$ cat src/rtl/spiWbPkg.sv
package spiWbPkg;

  localparam logic [7:0] OP_RD_REQ = 8'hA1;
  localparam logic [7:0] OP_WR_REQ = 8'hA2;
  localparam logic [7:0] OP_RD_RSP = 8'hA3;
  localparam logic [7:0] OP_WR_RSP = 8'hA4;

  typedef enum logic [1:0] {
    CMD_NONE,
    CMD_READ,
    CMD_WRITE
  } cmdKindT;

  typedef enum logic [2:0] {
    ST_IDLE,
    ST_ADDR,
    ST_LEN,
    ST_LAUNCH,
    ST_WDATA,
    ST_RDATA,
    ST_DONE
  } ctrlStateT;

  // Strobes from the control FSM to the datapath
  typedef struct packed {
    logic cmdLoad;
    logic addrShift;
    logic lenShift;
    logic wordShift;
    logic busStart;
    logic busWrite;
  } ctrlStrobeT;

  function automatic cmdKindT decodeCmd(input logic [7:0] code);
    if (code == OP_RD_REQ) return CMD_READ;
    if (code == OP_WR_REQ) return CMD_WRITE;
    return CMD_NONE;
  endfunction

endpackage

$ cat src/rtl/spiWbSync.sv
module spiWbSync #(
  parameter int STAGES  = 2,
  parameter bit RST_VAL = 1'b0
) (
  input  logic clk,
  input  logic rstN,
  input  logic din,
  output logic dout
);
  logic [STAGES-1:0] pipe;

  always_ff @(posedge clk or negedge rstN) begin
    if (!rstN) pipe <= {STAGES{RST_VAL}};
    else       pipe <= {pipe[STAGES-2:0], din};
  end

  assign dout = pipe[STAGES-1];
endmodule

$ cat src/rtl/spiWbCtrl.sv
module spiWbCtrl
  import spiWbPkg::*;
#(
  parameter int ADDR_W = 32,
  parameter int DATA_W = 32,
  parameter int LEN_W  = 16
) (
  input  logic             clk,
  input  logic             rstN,
  input  logic             csIdle,
  input  logic             rxValid,
  input  logic [7:0]       rxByte,
  input  logic [LEN_W-1:0] hdrLen,
  input  logic             rdWant,
  output ctrlStrobeT       strobe
);
  localparam int ADDR_BYTES = ADDR_W / 8;
  localparam int LEN_BYTES  = LEN_W / 8;
  localparam int LANES      = DATA_W / 8;
  localparam int LANE_W     = $clog2(LANES);
  localparam int HC_W       = $clog2(ADDR_BYTES + LEN_BYTES) + 1;

  ctrlStateT        state, stateNext;
  cmdKindT          kind, kindNext;
  logic [HC_W-1:0]  hdrCnt, hdrCntNext;
  logic [LEN_W-1:0] payCnt, payCntNext;

  always_comb begin
    strobe     = '0;
    stateNext  = state;
    kindNext   = kind;
    hdrCntNext = hdrCnt;
    payCntNext = payCnt;
    case (state)
      ST_IDLE: if (rxValid) begin
        strobe.cmdLoad = 1'b1;
        kindNext       = decodeCmd(rxByte);
        hdrCntNext     = '0;
        stateNext      = (decodeCmd(rxByte) == CMD_NONE) ? ST_DONE : ST_ADDR;
      end
      ST_ADDR: if (rxValid) begin
        strobe.addrShift = 1'b1;
        if (hdrCnt == HC_W'(ADDR_BYTES - 1)) begin
          hdrCntNext = '0;
          stateNext  = ST_LEN;
        end else begin
          hdrCntNext = hdrCnt + 1'b1;
        end
      end
      ST_LEN: if (rxValid) begin
        strobe.lenShift = 1'b1;
        if (hdrCnt == HC_W'(LEN_BYTES - 1)) stateNext = ST_LAUNCH;
        else hdrCntNext = hdrCnt + 1'b1;
      end
      ST_LAUNCH: begin
        payCntNext = '0;
        if (hdrLen == '0) begin
          stateNext = ST_DONE;
        end else if (kind == CMD_WRITE) begin
          stateNext = ST_WDATA;
        end else begin
          strobe.busStart = 1'b1;   // first read word, ready before data slots
          stateNext       = ST_RDATA;
        end
      end
      ST_WDATA: if (rxValid) begin
        strobe.wordShift = 1'b1;
        if (&payCnt[LANE_W-1:0]) begin
          strobe.busStart = 1'b1;
          strobe.busWrite = 1'b1;
        end
        payCntNext = payCnt + 1'b1;
        if (payCnt == hdrLen - 1'b1) stateNext = ST_DONE;
      end
      ST_RDATA: if (rdWant) strobe.busStart = 1'b1;
      default: ;
    endcase
  end

  always_ff @(posedge clk or negedge rstN) begin
    if (!rstN) begin
      state  <= ST_IDLE;
      kind   <= CMD_NONE;
      hdrCnt <= '0;
      payCnt <= '0;
    end else if (csIdle) begin
      state  <= ST_IDLE;
      kind   <= CMD_NONE;
      hdrCnt <= '0;
      payCnt <= '0;
    end else begin
      state  <= stateNext;
      kind   <= kindNext;
      hdrCnt <= hdrCntNext;
      payCnt <= payCntNext;
    end
  end
endmodule

$ cat src/rtl/spiWbDatapath.sv
module spiWbDatapath
  import spiWbPkg::*;
#(
  parameter int          ADDR_W      = 32,
  parameter int          DATA_W      = 32,
  parameter int          LEN_W       = 16,
  parameter int          SYNC_STAGES = 2,
  parameter logic [7:0]  FILL        = 8'hFF
) (
  input  logic              clk,
  input  logic              rstN,
  input  logic              sck,
  input  logic              csN,
  input  logic              mosi,
  output logic              miso,
  input  ctrlStrobeT        strobe,
  output logic              csIdle,
  output logic              rxValid,
  output logic [7:0]        rxByte,
  output logic [LEN_W-1:0]  hdrLen,
  output logic              rdWant,
  output logic [ADDR_W-1:0] wbAdr,
  output logic [DATA_W-1:0] wbDatO,
  input  logic [DATA_W-1:0] wbDatI,
  output logic [DATA_W/8-1:0] wbSel,
  output logic              wbWe,
  output logic              wbCyc,
  output logic              wbStb,
  input  logic              wbAck
);
  localparam int ADDR_BYTES = ADDR_W / 8;
  localparam int LEN_BYTES  = LEN_W / 8;
  localparam int LANES      = DATA_W / 8;
  localparam int LANE_W     = $clog2(LANES);
  localparam int POS_W      = LEN_W + 2;
  localparam logic [POS_W-1:0] POS_OP   = POS_W'(2);
  localparam logic [POS_W-1:0] POS_HDR  = POS_W'(3);
  localparam logic [POS_W-1:0] POS_DATA = POS_W'(3 + ADDR_BYTES + LEN_BYTES);
  localparam logic [POS_W-1:0] POS_MAX  = '1;
  localparam logic [ADDR_W-1:0] ADR_STEP = ADDR_W'(LANES);
  localparam logic [2:0] SYNC_RST = 3'b010;  // {sck, csN, mosi}

  // ---------------- input synchronisers ----------------
  logic [2:0] rawIn, syncOut;
  logic sckS, csS, mosiS, sckPrev;
  assign rawIn = {sck, csN, mosi};

  for (genvar g = 0; g < 3; g++) begin : gSync
    spiWbSync #(.STAGES(SYNC_STAGES), .RST_VAL(SYNC_RST[g])) uSync (
      .clk (clk),
      .rstN(rstN),
      .din (rawIn[g]),
      .dout(syncOut[g])
    );
  end
  assign {sckS, csS, mosiS} = syncOut;
  assign csIdle = csS;

  logic sckRise, sckFall;
  assign sckRise = sckS & ~sckPrev & ~csS;
  assign sckFall = ~sckS & sckPrev & ~csS;

  // ---------------- serial shifters ----------------
  logic [2:0]       bitCnt;
  logic [7:0]       rxShift, txShift, txNext;
  logic [15:0]      rxHist;      // last two received bytes, older in upper half
  logic             loadPend;
  logic [POS_W-1:0] posCnt;      // completed byte slots in this transaction
  cmdKindT          cmdKind;

  assign rxByte = rxShift;
  assign miso   = txShift[7];

  always_ff @(posedge clk or negedge rstN) begin
    if (!rstN) begin
      sckPrev  <= 1'b0;
      bitCnt   <= '0;
      rxShift  <= '0;
      rxValid  <= 1'b0;
      rxHist   <= '0;
      txShift  <= FILL;
      loadPend <= 1'b0;
      posCnt   <= '0;
    end else begin
      sckPrev <= sckS;
      if (csS) begin
        bitCnt   <= '0;
        rxValid  <= 1'b0;
        txShift  <= FILL;
        loadPend <= 1'b0;
        posCnt   <= '0;
      end else begin
        rxValid <= 1'b0;
        if (sckRise) begin
          rxShift <= {rxShift[6:0], mosiS};
          bitCnt  <= bitCnt + 1'b1;
          if (bitCnt == 3'd7) begin
            rxValid  <= 1'b1;
            loadPend <= 1'b1;
            if (posCnt != POS_MAX) posCnt <= posCnt + 1'b1;
          end
        end
        if (rxValid) rxHist <= {rxHist[7:0], rxShift};
        if (sckFall) begin
          if (loadPend) begin
            txShift  <= txNext;
            loadPend <= 1'b0;
          end else begin
            txShift <= {txShift[6:0], 1'b1};
          end
        end
      end
    end
  end

  // ---------------- header registers ----------------
  logic [ADDR_W-1:0] hdrAddr;

  always_ff @(posedge clk or negedge rstN) begin
    if (!rstN) begin
      cmdKind <= CMD_NONE;
      hdrAddr <= '0;
      hdrLen  <= '0;
    end else begin
      if (csS) cmdKind <= CMD_NONE;
      else if (strobe.cmdLoad) cmdKind <= decodeCmd(rxShift);
      if (strobe.addrShift) hdrAddr <= {hdrAddr[ADDR_W-9:0], rxShift};
      if (strobe.lenShift)  hdrLen  <= {hdrLen[LEN_W-9:0], rxShift};
    end
  end

  // ---------------- reply byte selection ----------------
  logic [DATA_W-1:0] rdBuf;
  logic [POS_W-1:0]  dataIdx, dataNext, lenExt;
  logic              inData;

  always_comb begin
    dataIdx  = posCnt - POS_DATA;
    dataNext = dataIdx + 1'b1;
    lenExt   = {2'b00, hdrLen};
    inData   = (cmdKind == CMD_READ) && (posCnt >= POS_DATA) && (dataIdx < lenExt);
    txNext   = FILL;
    if (cmdKind != CMD_NONE) begin
      if (posCnt == POS_OP)
        txNext = (cmdKind == CMD_READ) ? OP_RD_RSP : OP_WR_RSP;
      else if (posCnt >= POS_HDR && posCnt < POS_DATA)
        txNext = rxHist[15:8];     // header echo trails reception by two slots
      else if (inData)
        txNext = 8'(rdBuf >> {dataIdx[LANE_W-1:0], 3'b000});
    end
    rdWant = sckFall && loadPend && inData && (&dataIdx[LANE_W-1:0]) && (dataNext < lenExt);
  end

  // ---------------- Wishbone master ----------------
  logic [DATA_W-1:0] wrBuf, wrWord;
  assign wrWord = {rxShift, wrBuf[DATA_W-1:8]};

  always_ff @(posedge clk or negedge rstN) begin
    if (!rstN) begin
      wrBuf  <= '0;
      wbDatO <= '0;
      rdBuf  <= '0;
      wbAdr  <= '0;
      wbCyc  <= 1'b0;
      wbWe   <= 1'b0;
    end else begin
      if (strobe.wordShift) wrBuf <= wrWord;
      if (strobe.lenShift)  wbAdr <= hdrAddr;
      if (strobe.busStart) begin
        wbCyc <= 1'b1;
        wbWe  <= strobe.busWrite;
        if (strobe.busWrite) wbDatO <= wrWord;
      end else if (wbCyc && wbAck) begin
        wbCyc <= 1'b0;
        wbAdr <= wbAdr + ADR_STEP;
        if (!wbWe) rdBuf <= wbDatI;
      end
    end
  end

  assign wbStb = wbCyc;
  assign wbSel = wbCyc ? '1 : '0;
endmodule

$ cat src/rtl/spiWbBridge.sv
module spiWbBridge
  import spiWbPkg::*;
#(
  parameter int         ADDR_W      = 32,
  parameter int         DATA_W      = 32,
  parameter int         LEN_W       = 16,
  parameter int         SYNC_STAGES = 2,
  parameter logic [7:0] FILL        = 8'hFF
) (
  input  logic                clk,
  input  logic                rstN,
  input  logic                sck,
  input  logic                csN,
  input  logic                mosi,
  output logic                miso,
  output logic [ADDR_W-1:0]   wbAdr,
  output logic [DATA_W-1:0]   wbDatO,
  input  logic [DATA_W-1:0]   wbDatI,
  output logic [DATA_W/8-1:0] wbSel,
  output logic                wbWe,
  output logic                wbCyc,
  output logic                wbStb,
  input  logic                wbAck
);
  ctrlStrobeT       strobe;
  logic             csIdle, rxValid, rdWant;
  logic [7:0]       rxByte;
  logic [LEN_W-1:0] hdrLen;

  spiWbCtrl #(.ADDR_W(ADDR_W), .DATA_W(DATA_W), .LEN_W(LEN_W)) uCtrl (
    .clk(clk), .rstN(rstN), .csIdle(csIdle), .rxValid(rxValid),
    .rxByte(rxByte), .hdrLen(hdrLen), .rdWant(rdWant), .strobe(strobe)
  );

  spiWbDatapath #(
    .ADDR_W(ADDR_W), .DATA_W(DATA_W), .LEN_W(LEN_W),
    .SYNC_STAGES(SYNC_STAGES), .FILL(FILL)
  ) uData (
    .clk(clk), .rstN(rstN), .sck(sck), .csN(csN), .mosi(mosi), .miso(miso),
    .strobe(strobe), .csIdle(csIdle), .rxValid(rxValid), .rxByte(rxByte),
    .hdrLen(hdrLen), .rdWant(rdWant),
    .wbAdr(wbAdr), .wbDatO(wbDatO), .wbDatI(wbDatI), .wbSel(wbSel),
    .wbWe(wbWe), .wbCyc(wbCyc), .wbStb(wbStb), .wbAck(wbAck)
  );
endmodule

$ cat config.mk
export PLATFORM = sky130hd
export DESIGN_NAME = spiWbBridge
export DESIGN_NICKNAME = d
export VERILOG_FILES = /design/src/rtl/spiWbPkg.sv /design/src/rtl/spiWbSync.sv /design/src/rtl/spiWbCtrl.sv /design/src/rtl/spiWbDatapath.sv /design/src/rtl/spiWbBridge.sv
export SDC_FILE = /design/constraint.sdc
export NUM_CORES = 1
export LEC_CHECK = 0
export BUFFER_PORTS_ARGS = -buffer_cell sky130_fd_sc_hd__clkbuf_2
export CORE_MARGIN = 2
export CORE_UTILIZATION = 60
export CTS_CLUSTER_SIZE = 40
export DETAILED_ROUTE_END_ITERATION = 16
export PLACE_DENSITY_LB_ADDON = 0.15
export RECOVER_POWER = 50
export REMOVE_ABC_BUFFERS = 1
export SLEW_MARGIN = 30
export SYNTH_ARGS = -nofsm -noshare
export SYNTH_HDL_FRONTEND = slang
export SYNTH_HIERARCHICAL = 1
export SYNTH_SLANG_ARGS = --single-unit
export TNS_END_PERCENT = 1
$ cat constraint.sdc
create_clock -name clk -period 11.9 [get_ports clk]
set_input_delay 1.19 -clock clk [delete_from_list [all_inputs] [get_ports clk]]
set_output_delay 1.19 -clock clk [all_outputs]
set_load 0.02 [all_outputs]
=== Word level (Yosys, flattened, before mapping) ===
Cells that the tools add are included.

* Bits in registers: 267
* Output and inout port bits: 72
* Word-level logic and storage cells: 189

* $add $sub $neg: 8
* Magnitude comparators: 5
* Equal/unequal tests: 23
* Shifts and indexed selects: 1
* Multiplexer cells: 85
* Bitwise logic cells: 9
* Reduce and logical (&&, ||, !) cells: 34

{| class="wikitable"
|+ Operators with widths
! cell !! count
|-
| 2-to-1 mux 32 bit || 3
|-
| 2-to-1 mux 18 bit || 4
|-
| 2-to-1 mux 8 bit || 7
|-
| 2-to-1 mux 3 bit || 13
|-
| adder 18 x 1 -> 18 bit, second input constant || 2
|-
| < comparator 18 x 16 -> 1 bit || 2
|-
| adder 32 x 3 -> 32 bit, second input constant || 1
|-
| 2-to-1 mux 1 bit || 32
|-
| 2-to-1 mux 16 bit || 2
|-
| one-hot mux 16 bit (2 select lines) || 1
|-
| >> shifter 32 x 5 -> 8 bit || 1
|-
| 2-to-1 mux 4 bit || 7
|-
| 2-to-1 mux 2 bit || 13
|-
| != test 3 x 1 -> 1 bit, second input constant || 7
|-
| equality test 18 x 2 -> 1 bit, second input constant || 1
|-
| greater-or-equal comparator 18 x 2 -> 1 bit, second input constant || 1
|-
| greater-or-equal comparator 18 x 4 -> 1 bit, second input constant || 1
|-
| < comparator 18 x 4 -> 1 bit, second input constant || 1
|-
| != test 18 bit, second input constant || 1
|-
| nonzero test 2 bit || 9
|-
| subtractor 18 x 4 -> 18 bit, second input constant || 1
|-
| adder 16 x 1 -> 16 bit, second input constant || 1
|-
| equality test 16 bit || 1
|-
| equality test 8 bit, second input constant || 2
|-
| 27 further kinds || 51
|}

=== Logic depth before layout (Yosys ltp) ===
* Depth in word-level cells: 16
* Gate-level depth with buffers: 24
* Gate-level depth less buffers: 21

=== Modules after synthesis ===
The synthesis kept the hierarchy.

{| class="wikitable"
|+ Modules (own cells, without submodules)
! module !! instances !! cells each !! area each (um2) !! seq. area each (um2)
|-
| spiWbDatapath || 1 || 1058 || 11362.1 || 5715.5
|-
| spiWbCtrl || 1 || 248 || 1990.7 || 625.6
|-
| spiWbSync (uData.gSync[0].uSync ...) || 2 || 2 || 50.0 || 50.0
|-
| spiWbSync (uData.gSync[1].uSync) || 1 || 2 || 52.6 || 52.6
|}

=== Least setup slack after synthesis ===
No wires, ideal clock.

* Path type: register to register
* Start point: register uData.posCnt[1]
* End point: register uData.wbAdr[25]
* Library setup time: 0.099 ns
* Data arrival time: 4.843 ns
* Data required time: 11.801 ns
* Slack: 6.958 ns
* Cell stages (with the launch flop): 24
* Buffers on the path: 3
* Period minus slack after synthesis: 4.942 ns
* Path through: dfrtp_1 clkbuf_1 inv_1 ha_1 nor2b_1 o211ai_1 mux2i_1 o21ai_0 o31ai_1 xnor2_1 ha_1 nand3_1 nor2_1 a221oi_1 o21ai_0 a2111oi_2 a21oi_1 o21ai_0 or2_2 clkbuf_1 and2_1 clkbuf_1 a211oi_1 a311oi_1

{| class="wikitable"
|+ RTL lines
! element !! line !! source
|-
| from (decl) || spiWbDatapath.sv:68 || <nowiki>logic [POS_W-1:0] posCnt;</nowiki>
|-
| from (signal assigned) || spiWbDatapath.sv:100 || <nowiki>if (posCnt != POS_MAX) posCnt <= posCnt + 1'b1;</nowiki>
|-
| to (signal assigned) || spiWbDatapath.sv:168 || <nowiki>if (strobe.lenShift) wbAdr <= hdrAddr;</nowiki>
|-
| to (signal assigned) || spiWbDatapath.sv:175 || <nowiki>wbAdr <= wbAdr + ADR_STEP;</nowiki>
|-
| to (decl) || spiWbDatapath.sv:22 || <nowiki>output logic [ADDR_W-1:0] wbAdr,</nowiki>
|}

==> run_results.csv <==
group,metric,value,unit
timing,period_share,52.4,%
clocking,cts-buffers-inserted,28,
timing,hold_viol_final,0,
synthesis,synth.distinct_cells,77,
timing,layout_setup_ws,5.67,ns
worst_hold_path,hold_start,"uData/gSync[2].uSync/pipe[0]",
die,die_area,0.0237,mm²
clocking,post-cts-setup-buffer-count,0,
routing,drt-total-wl,29900,µm
routing,wl_per_cell,17.6,µm
cells_and_area,final_cell_mix,"dfrtp_1 (248), nor2_1 (143), nand2_1 (131)",
synthesis,async_flop_share,100,%
status,status,"finished with violations",
die,rows,54,
place,dp_hpwl,20500,µm
synthesis,ys_warn_count,6,
routing,viasPerCell,5.97,
synthesis,yosys-top-cells-area,"dfrtp_1 (46%), mux2_2 (10%), nor2_1 (4.0%)",
clocking,root_buffer,"clkbuf_16",
clocking,cts_tree,"done",
synthesis,netlist_area,0.0135,mm²
synthesis,yosysTopAreaCell,"dfrtp_1",
setup_path,required,12.34,ns
cells_and_area,nets,1474,
place,dp_slack,5.42,ns
worst_hold_path,hold_path_depth,0,
worst_hold_path,hold_path_class,"reg -> reg",
clocking,cts_hold_buf,0,
clocking,clkTransAtPathRegs,0.06,ns
timing,setup_viol_count_final,0,
global_routing,grt_max_degree,100,
die,start_util,61.5,%
timing,hold_ws,0.355,ns
setup_path,cp-end-kind,"flip-flop",
synthesis,ys_seq_elements,259,
routing,vias,10129,
die,coreArea,0.0220,mm²
timing,rsz0062_at_grt,"no",
die,die_h,154,µm
global_routing,antenna_found_initial,0,
worst_hold_path,hold_end,"uData/gSync[2].uSync/pipe[1]",
routing,drt_iter0_drc,712,
place,place.gp.congestion,0.907,
setup_path,critPathKind,"reg -> reg",
setup_path,timing.rr.end,"uData/wbAdr[14]",
routing,remaining_drc_errors,0,
setup_path,cp_max_fo,26,
setup_path,cp.arrival,6.67,ns
power,ir_drop,0.000108,V
synthesis,ys_seq_area_share,48.1,%
setup_path,critPathMaxStageDelay,0.71,ns
flow_run,cap_violations,4,
cells_and_area,layout-drive-gt1-share,23.0,%
setup_path,cp_slowest_cell,"dfrtp_2",
setup_path,cp-start-kind,"flip-flop",
power,power-per-cell-area,120,mW/mm²
setup_path,reg2reg_from,"uData/posCnt[0]",
synthesis,avgSynthCellArea,10.3,µm²
synthesis,syn_inst,1312,
synthesis,synth_top_area_share,46.1,%
timing,finClkSkew,0.0145,ns
power,p_total,1.81,mW
status,violations,"capacitance limit, slew limit",
global_routing,grt_pass1_wl,50100,µm
timing,fmax,0.160,GHz
setup_path,path_buf_inv,1,
routing,ant_nets,0,
cells_and_area,final_common_cell,"dfrtp_1",
synthesis,synth_edf_count,0,
clocking,htreeDepth,1,
clocking,clock_latency,0.56,ns
cells_and_area,syn_to_final_growth,11.9,%
setup_path,r2r_setup_slack,5.67,ns
setup_path,crit_chain,"inv_1, ha_1, nor2b_1, o211ai_1, mux2i_1, o21ai_0, o31ai_1, xnor2_1, ha_1, nand3_1, nor2_1, a221oi_1, o21ai_0, a2111oi_2, a21oi_1, o21ai_0, or2_2, nand2_1, o221a_2",
clocking,clkSinkCount,259,
routing,dr.pass1.iters,5,
setup_path,critPathTopFamily,"compound AO/OA/AOI/OAI gates",
timing,slew_viol_final,203,
global_routing,grt_pass1_vias,9784,
timing,setup_tns,0,ns
synthesis,synthFlopType,"dfrtp_1",
clocking,cts_resized,0,
cells_and_area,fillers,1665,
clocking,cts_buffer_depth,3,
power,p_leak,7.13,nW
setup_path,crit_cells,19,
global_routing,grt_overflow,0,
die,ios,110,
setup_path,critPathMostFrequentCell,"o21ai_0",
die,die_x,154,µm
timing,tightest_slew,5.31,ns
global_routing,grt_usage,25.6,%
setup_path,rr_worst_depth,19,
timing,slew_headroom,-254,%
cells_and_area,antenna_cells,0,
place,port_buffers,109,
timing,finalCriticalPeriod,6.23,ns
[flip-flops by register name (all words and copies together), names as in the netlist, 16 cells and up]
name / count
uData/posCnt: 18
uData/wrBuf: 24
uData/rdBuf: 32
uData/hdrAddr: 32
uData/hdrLen: 16
uData/rxHist: 16
uData/wbAdr: 32
uData/wbDatO: 32
uCtrl/payCnt: 16
[report_power, final]
part           switching, mW  internal, mW
Combinational         0.0302        0.0161
Sequential            0.0293         0.892
Clock                  0.352         0.494
[metrics by stage]
step                      std cells  cell area, µm²  util (%)
after global placement         1646           14200      64.7
after CTS                      1697           15100      68.9
after floorplan                1247           13200         -
after detailed placement       1646           14200      64.8
after global routing           1697           15100      68.8
final                          1697           15100      68.8
[cells in the mapped netlist, drive strengths merged (6+ instances only)]
library cell and instances:
dfrtp 249, nor2 144, nand2 131, mux2 124
o21ai 71, a21oi 53, clkbuf 49, inv 46
xnor2 45, ha 40, nand3 38, nor3 28
xor2 26, a211oi 20, nand4 17, buf 16
nor4 13, a21o 12, nor2b 12, and3 11
nand2b 11, dfstp 10, mux2i 10, o22ai 9
or3 9, or4 9, and2 8, mux4 8
nor3b 8, o31ai 8, or2 7, o21a 6
[how the worst max path moves through the flow]
stage / start / end / slack, ns
after global routing: uData/posCnt[0] / uData/wbAdr[14] / 5.06
final: uData/posCnt[0] / uData/wbAdr[14] / 5.67
after CTS: uData/posCnt[0] / uData/wbAdr[14] / 5.36
after global placement: uData/posCnt[0] / uData/wbAdr[14] / 5.62
after floorplan: uData/posCnt[0] / uData/rdBuf[0] / 6.00
after detailed placement: uData/posCnt[0] / uData/wbAdr[14] / 5.42
[layout make-up]
cell class | count | area, µm² | share of cell area, %
timing repair buffer | 119 | 612 | 4.05
clock buffer | 40 | 806 | 5.33
inverter | 46 | 173 | 1.14
sequential | 259 | 6490 | 43.0
multi-input combinational | 942 | 6560 | 43.4
tap | 280 | 350 | 2.32
clock inverter | 11 | 114 | 0.753
[routing by layer]
layer | global-route usage (%) | part of all wire [%] | wire [µm]
met3 | 3.75 | 5.0 | 1490
met5 | 0 | 0 | 0
met4 | 6.19 | 1.6 | 482
met2 | 42.0 | 48 | 14300
met1 | 36.2 | 46 | 13700
[kinds of logic after synthesis]
group                    Yosys count  synth area share [%]
AO/OA/AOI/OAI                    230                  11.4
XOR/XNOR                          71                  4.60
adder cells (fa/ha/maj)           40                  3.71
buffers and inverters            111                  3.34
flip-flops                       259                  48.1
multiplexers                     142                  12.4
AND/OR/NAND/NOR                  459                  16.4
[worst register-to-register path, stage by stage (launching register included)]
cell and delay, ns:
dfrtp_2 0.71, inv_1 0.16, ha_1 0.28, nor2b_1 0.21
o211ai_1 0.32, mux2i_1 0.27, o21ai_0 0.23, o31ai_1 0.33
xnor2_1 0.16, ha_1 0.26, nand3_1 0.10, nor2_1 0.06
a221oi_1 0.27, o21ai_0 0.14, a2111oi_2 0.41, a21oi_1 0.12
o21ai_0 0.42, or2_2 0.43, nand2_1 0.64, o221a_2 0.60
Power figures use the tool's default switching activity.
